--- src/rtl/pcint_pkg.sv ---
`timescale 1ns/1ps
package pcint_pkg;
  localparam int NUM_GROUPS = 2;

  typedef enum logic [1:0] {
    REG_MASK0 = 2'd0,
    REG_MASK1 = 2'd1,
    REG_FLAG  = 2'd2,
    REG_GEN   = 2'd3
  } reg_addr_e;
endpackage

--- src/rtl/pcint_sync.sv ---
`timescale 1ns/1ps
module pcint_sync #(
  parameter int W      = 13,
  parameter int STAGES = 2
) (
  input  logic         clk_i,
  input  logic         rst_ni,
  input  logic [W-1:0] d_i,
  output logic [W-1:0] q_o
);
  logic [W-1:0] stage_q [STAGES];

  for (genvar s = 0; s < STAGES; s++) begin : gen_stage
    always_ff @(posedge clk_i or negedge rst_ni) begin
      if (!rst_ni) stage_q[s] <= '0;
      else if (s == 0) stage_q[s] <= d_i;
      else stage_q[s] <= stage_q[(s == 0) ? 0 : s-1];
    end
  end

  assign q_o = stage_q[STAGES-1];
endmodule

--- src/rtl/pcint_group.sv ---
`timescale 1ns/1ps
module pcint_group #(
  parameter int W      = 8,
  parameter int DATA_W = 8
) (
  input  logic              clk_i,
  input  logic              rst_ni,
  input  logic [W-1:0]      pin_raw_i,
  input  logic [W-1:0]      pin_sync_i,
  input  logic              mask_we_i,
  input  logic [W-1:0]      mask_wdata_i,
  input  logic              flag_clr_i,
  output logic              hit_o,
  output logic              flag_o,
  output logic              wake_o,
  output logic [DATA_W-1:0] mask_rd_o
);
  logic [W-1:0] mask_q;
  logic [W-1:0] prev_q;   // last synchronised value, updated for every pin
  logic [W-1:0] snap_q;   // raw pad value at last edge, held when clock stops
  logic         flag_q;

  always_ff @(posedge clk_i or negedge rst_ni) begin
    if (!rst_ni) begin
      mask_q <= '0;
      prev_q <= '0;
      snap_q <= '0;
    end else begin
      if (mask_we_i) mask_q <= mask_wdata_i;
      prev_q <= pin_sync_i;
      snap_q <= pin_raw_i;
    end
  end

  assign hit_o = |((pin_sync_i ^ prev_q) & mask_q);

  // a new change wins over a clear in the same cycle
  always_ff @(posedge clk_i or negedge rst_ni) begin
    if (!rst_ni)         flag_q <= 1'b0;
    else if (hit_o)      flag_q <= 1'b1;
    else if (flag_clr_i) flag_q <= 1'b0;
  end

  assign flag_o = flag_q;
  assign wake_o = |((pin_raw_i ^ snap_q) & mask_q);

  always_comb begin
    mask_rd_o = '0;
    mask_rd_o[W-1:0] = mask_q;
  end
endmodule

--- src/rtl/pcint_unit.sv ---
`timescale 1ns/1ps
module pcint_unit #(
  parameter int NUM_PINS = 13,
  parameter int G0_PINS  = 8,
  parameter int DATA_W   = 8
) (
  input  logic                clk_i,
  input  logic                rst_ni,
  input  logic [NUM_PINS-1:0] pin_i,
  input  logic                reg_we_i,
  input  logic [1:0]          reg_addr_i,
  input  logic [DATA_W-1:0]   reg_wdata_i,
  output logic [DATA_W-1:0]   reg_rdata_o,
  input  logic [1:0]          irq_ack_i,
  output logic [1:0]          irq_o,
  output logic [1:0]          wake_o
);
  import pcint_pkg::*;

  localparam int G1_PINS = NUM_PINS - G0_PINS;
  localparam int NG      = NUM_GROUPS;

  logic [NUM_PINS-1:0]    pin_sync_w;
  logic [NG-1:0]          hit_w;
  logic [NG-1:0]          flag_w;
  logic [NG-1:0]          flag_clr_w;
  logic [NG-1:0]          gen_q;
  logic [NG*DATA_W-1:0]   mask_rd_w;

  pcint_sync #(.W(NUM_PINS), .STAGES(2)) u_sync (
    .clk_i (clk_i),
    .rst_ni(rst_ni),
    .d_i   (pin_i),
    .q_o   (pin_sync_w)
  );

  for (genvar g = 0; g < NG; g++) begin : gen_grp
    localparam int GW  = (g == 0) ? G0_PINS : G1_PINS;
    localparam int GLO = (g == 0) ? 0 : G0_PINS;

    assign flag_clr_w[g] = irq_ack_i[g] |
                           (reg_we_i && reg_addr_i == REG_FLAG && reg_wdata_i[g]);

    pcint_group #(.W(GW), .DATA_W(DATA_W)) u_grp (
      .clk_i       (clk_i),
      .rst_ni      (rst_ni),
      .pin_raw_i   (pin_i[GLO +: GW]),
      .pin_sync_i  (pin_sync_w[GLO +: GW]),
      .mask_we_i   (reg_we_i && reg_addr_i == 2'(g)),
      .mask_wdata_i(reg_wdata_i[GW-1:0]),
      .flag_clr_i  (flag_clr_w[g]),
      .hit_o       (hit_w[g]),
      .flag_o      (flag_w[g]),
      .wake_o      (wake_o[g]),
      .mask_rd_o   (mask_rd_w[g*DATA_W +: DATA_W])
    );

    assign irq_o[g] = flag_w[g] & gen_q[g];
  end

  always_ff @(posedge clk_i or negedge rst_ni) begin
    if (!rst_ni) gen_q <= '0;
    else if (reg_we_i && reg_addr_i == REG_GEN) gen_q <= reg_wdata_i[NG-1:0];
  end

  always_comb begin
    reg_rdata_o = '0;
    case (reg_addr_i)
      REG_MASK0: reg_rdata_o = mask_rd_w[0 +: DATA_W];
      REG_MASK1: reg_rdata_o = mask_rd_w[DATA_W +: DATA_W];
      REG_FLAG:  reg_rdata_o[NG-1:0] = flag_w;
      default:   reg_rdata_o[NG-1:0] = gen_q;
    endcase
  end
endmodule

--- config.mk ---
export PLATFORM = sky130hd
export DESIGN_NAME = pcint_unit
export DESIGN_NICKNAME = d
export VERILOG_FILES = /design/src/rtl/pcint_pkg.sv /design/src/rtl/pcint_sync.sv /design/src/rtl/pcint_group.sv /design/src/rtl/pcint_unit.sv
export SDC_FILE = /design/constraint.sdc
export NUM_CORES = 1
export LEC_CHECK = 0
export BUFFER_PORTS_ARGS = -buffer_cell sky130_fd_sc_hd__buf_2
export CAP_MARGIN = 40
export CORE_ASPECT_RATIO = 1.2
export CORE_UTILIZATION = 50
export CTS_CLUSTER_DIAMETER = 40
export DETAILED_ROUTE_END_ITERATION = 8
export PLACE_DENSITY = 0.77
export SLEW_MARGIN = 20
export SYNTH_ARGS = -nofsm -noshare
export SYNTH_HDL_FRONTEND = slang
export SYNTH_SLANG_ARGS = --single-unit
--- constraint.sdc ---
create_clock -name clk_i -period 3.5 [get_ports clk_i]
set_input_delay 0 -clock clk_i [delete_from_list [all_inputs] [get_ports clk_i]]
set_output_delay 0 -clock clk_i [all_outputs]
set_load 0.1 [all_outputs]
After elaboration in Yosys (flattened, before gate mapping)
Index checks and enable logic that the tools add are counted.
{"block": "op_classes", "eq_ne": 3, "n_mux": 6, "n_bitwise": 12, "n_reduce_logical": 13}
{"op": "bitwise AND 8 bit", "n": 2}
{"op": "OR reduction 8 bit", "n": 2}
{"op": "XOR 8 bit", "n": 2}
{"op": "case mux 6 bit (2 select lines)", "n": 1}
{"op": "bitwise AND 5 bit", "n": 2}
{"op": "OR reduction 5 bit", "n": 2}
{"op": "XOR 5 bit", "n": 2}
{"op": "logical AND 1 bit", "n": 6}
{"op": "case mux 2 bit (3 select lines)", "n": 1}
{"op": "== test 2 bit, second input constant", "n": 2}
{"op": "two-way mux 1 bit", "n": 4}
{"op": "nonzero test 2 bit", "n": 2}
{"op": "bitwise AND 1 bit", "n": 2}
{"op": "== test 2 x 1 -> 1 bit, second input constant", "n": 1}
{"op": "zero test 2 bit", "n": 1}
{"op": "OR 1 bit", "n": 2}
{"block": "totals", "regBits": 69, "in_bits": 28, "out_inout_bits": 12, "wordCells": 45}

Longest topological paths before layout
{"block": "logic_depth", "depth_word": 6, "depth_mapped": 5, "depth_no_buf": 4}

Hierarchy
A second synthesis with hierarchy kept.
{"block": "unflattened", "hier_cells": 173, "area_unflattened_um2": 2622.5}
{"mod": "pcint_group (gen_grp[0].u_grp)", "instances": 1, "cells_per_inst": 62, "area_each_um2": 949.7, "seq_area_each_um2": 625.6}
{"mod": "pcint_sync", "instances": 1, "cells_per_inst": 39, "area_each_um2": 748.2, "seq_area_each_um2": 650.6}
{"mod": "pcint_group (gen_grp[1].u_grp)", "instances": 1, "cells_per_inst": 43, "area_each_um2": 624.3, "seq_area_each_um2": 400.4}
{"mod": "pcint_unit", "instances": 1, "cells_per_inst": 29, "area_each_um2": 300.3, "seq_area_each_um2": 50.0}

Least setup slack after synthesis
Ideal clock, no wire load.
{"block": "synth_path", "path_type": "register to output", "startpoint": "register gen_grp[0].u_grp.mask_q[3]", "endpoint": "output port reg_rdata_o[3]", "t_arrival_ps": 1684, "required_ps": 3500, "setup_slack_ps": 1816, "stages_incl_launch_ff": 3, "path_buffers": 0, "path_cell_list": "dfrtp_1 -> mux2i_1 -> nor2_1"}
{"block": "synth_via", "elab_chain_len": 1}
{"element": "from (decl)", "line_no": "pcint_group.sv:18", "source": "logic [W-1:0] mask_q;"}
{"element": "from (signal assigned)", "line_no": "pcint_group.sv:29", "source": "if (mask_we_i) mask_q <= mask_wdata_i;"}
{"element": "case mux 6 bit (2 select lines)", "line_no": "pcint_unit.sv:68", "source": "case (reg_addr_i)"}
{"element": "to (decl)", "line_no": "pcint_unit.sv:13", "source": "output logic [DATA_W-1:0] reg_rdata_o,"}
Every way passes these cells.

Worst setup path after layout
{"block": "layout_path", "startpoint": "register gen_grp[1].u_grp.mask_q[0]", "endpoint": "output port reg_rdata_o[0]"}
{"block": "layout_via", "elab_chain_len": 1}
{"element": "from (decl)", "line_no": "pcint_group.sv:18"}
{"element": "from (signal assigned)", "line_no": "pcint_group.sv:29"}
{"element": "case mux 2 bit (3 select lines)", "line_no": "pcint_unit.sv:68"}
Every way passes these cells.

==> flow_metrics.tcl <==
set metrics [dict create \
    grt_pass1_vias 1456 \
    power_w 0.00150 \
    core_area_mm2 0.00407 \
    clk_pin_slew_ns 0.09 \
    placementRows 25 \
    ys.flop_type "dfrtp_1" \
    initial_core_util 0.537 \
    synth_cell_types 22 \
    synth_area_leaders "dfrtp_1 64%, xor2_1 10%, mux2_4 5.5%" \
    crit_path_start_kind "flop" \
    synth-edff-count 0 \
    switchingPower_w 0.000505 \
    required_ns 3.50 \
    areaGrowthSynthToFinish_pct 24.7 \
    path_max_fanout 4 \
    fin_ws_ns 1.93 \
    final_util 0.669 \
    ys_warn_count 0 \
    syn_area_per_cell_um2 15.7 \
    slew_headroom 0.544 \
    combPwrFrac 0.255 \
    num_io_pins 40 \
    routed.top_layer "met4" \
    cpPeakStageDelay_ns 0.52 \
    drc_errors 0 \
    pre_cts_ws_ns 2.19 \
    synth_largest_area_cell "dfrtp_1" \
    ir_drop_mv 0.373 \
    die_area_mm2 0.00463 \
    synth_common_cells "56 x dfrtp_1, 26 x xor2_1, 8 x mux2_4" \
    ff2ff_setup_slack_ns 2.20 \
    first_iter_violations 59 \
    synth_seq_cells 56 \
    viasPerCell 5.17 \
    clock_tree.root_cell "clkbuf_8" \
    criticalPathCategory "flop to output port" \
    post-route-min-period_ns 1.57 \
    clock_sink_count 56 \
    grt-ovfl-total 0 \
    rsz0062_at_grt "false" \
    insertion_delay_ns 0.30 \
    p_per_area_mw_per_mm2 550 \
    postRouteAntennaNets 0 \
    cp-end-kind "output port" \
    wl_met3_um 180 \
    cts_tree "done" \
    numCtsBuffers 5 \
    hp-class "primary input to flop" \
    vias 1335 \
    antenna_found_initial 0 \
    fin_area_mm2 0.00272 \
    maxSlewViolCount 0 \
    yosysTopAreaCellShare 0.642 \
    seq_area_frac_synth 0.642 \
    dr.pass1.iters 4 \
    grt_pass1_wl_um 6860 \
    netlist_area_mm2 0.00218 \
    post-route-period-util 0.449 \
    crit_chain "mux4_1 -> buf_2" \
    setup-tns-final_ns 0 \
    wirelength_um 4080 \
    dpl_cell_area_mm2 0.00241 \
    switching_share 0.338 \
    die_x_um 62.3 \
    status "finished, final reports clean" \
    setup_viol 0 \
    die_y_um 74.4 \
    cts.path.max_buffers 2 \
    h-tree-depth 2 \
    num_antenna_cells 0 \
    p_clk_frac 0.237 \
    syn-num-nets 167 \
    max_cap_violations 0 \
    grt_max_degree 57 \
    p_leak_nw 1.26 \
    synth.most_common_cell "dfrtp_1" \
    max_freq_ghz 0.636 \
    tightest_slew_ns 0.684 \
    hold_viol_final 0 \
    routabilityCongestion 0.869 \
    cp_slowest_cell "mux4_1" \
    drive_above_1_share 0.319 \
    track_usage 0.201 \
    synth_cells 139 \
    wl_per_cell_um 15.8 \
    final.setup_skew_ns 0.00645 \
    numPortBuffers 39 \
    p_int_w 0.000992 \
    fin_nets 231 \
    arrival_ns 1.57 \
    place_hpwl_um 2940 \
    p_seq_frac 0.508 \
    wl_met2_um 2080 \
    met1_length_um 1760 \
    async_flop_share 1.00 \
]
-- flip-flops by register name (all words and copies together), names as in the netlist --
register / count
gen_grp.u_grp.flag_o: 2
gen_grp.u_grp.mask_rd_o: 8
gen_grp.u_grp.prev_q: 13
gen_grp.u_grp.snap_q: 12
gen_grp.u_grp.mask_q: 5
u_sync.stage_q: 1
u_sync.q_o: 13
gen_q: 2
-- placed cells by master, fill, tap and decap left out, types with 2 or more instances in the layout --
master | synthesis | routed
a222oi_1 | 3 | 3
xor2_1 | 26 | 26
mux2i_1 | 3 | 3
dlygate4sd3_1 | 0 | 22
mux2_4 | 8 | 8
and2_1 | 5 | 5
nand3b_1 | 2 | 2
nand4b_1 | 2 | 2
mux2_2 | 7 | 7
nand2_1 | 2 | 2
clkbuf_8 | 0 | 6
buf_2 | 0 | 39
mux4_1 | 2 | 2
clkinv_2 | 0 | 2
dfrtp_1 | 56 | 56
nand4_1 | 2 | 2
nor2_1 | 3 | 3
a22oi_1 | 7 | 7
-- area by class of cell --
| class | count | area, um^2 |
|---|---|---|
| Sequential cell | 56 | 1400 |
| Tap cell | 54 | 67.6 |
| Multi-Input combinational cell | 78 | 736 |
| Clock buffer | 6 | 82.6 |
| Fill cell | 322 | 1350 |
| Timing Repair Buffer | 62 | 423 |
| Clock inverter | 2 | 10.0 |
-- logic make-up (layout without fill, tap and decap cells) --
kind of cell,after synthesis,in the layout,synth area share
AOI/OAI and AO/OA,12,12,0.0459
DFF,56,56,0.642
and+or+nand+nor,20,20,0.0579
buffers and inverters,5,70,0.0206
muxes,20,20,0.129
xor gates and xnor gates,26,26,0.104
-- power by group through the flow --
stage,Sequential [W],Clock [W],Combinational (W)
2_1_floorplan,0.000753,0,0.000301
3_3_place_gp,0.000769,0,0.000359
3_5_place_dp,0.000774,0,0.000364
6_report,0.000761,0.000354,0.000382
5_1_grt,0.000768,0.000390,0.000401
4_1_cts,0.000761,0.000367,0.000385
-- path summary, 6_finish.rpt --
kind | start | to | depth (start not counted)
max reg2reg | u_sync.q_o[7] | gen_grp[0].u_grp.flag_o | 4
max | gen_grp[1].u_grp.mask_q[0] | reg_rdata_o[0] | 2
max in group asynchronous | rst_ni | gen_grp[0].u_grp.snap_q[1] | 3
min in group asynchronous | rst_ni | u_sync.q_o[6] | 3
min | irq_ack_i[0] | gen_grp[0].u_grp.flag_o | 3
min reg2reg | u_sync.q_o[8] | gen_grp[1].u_grp.prev_q[0] | 0
-- layer usage --
metal | up-vias | global-route usage
li1 | 614 | -
met1 | 672 | 0.240
met2 | 42 | 0.357
met3 | 7 | 0.0537
met4 | 0 | 0.0698
met5 | - | 0
-- metrics by stage --
stage                     std cells  hold slack, ns
after CTS                       258         0.00228
after floorplan                 139          -0.296
final                           258          0.0165
after global routing            258          0.0294
after detailed placement        228           0.134
after global placement          228           0.133
-- what timing repair did --
action | in CTS | in global routing
hold buffers | 22 | 0
buffers inserted | 0 | 0
resized for setup | 0 | 0
endpoints found under the hold margin | 84 | 0
-- critical path, delay by kind of cell, from the launching register on --
kind,cells,cell delay (ns)
flops,1,0.43
buf+inv,1,0.31
mux,1,0.52
No activity file was read; power rests on OpenSTA's default activity.
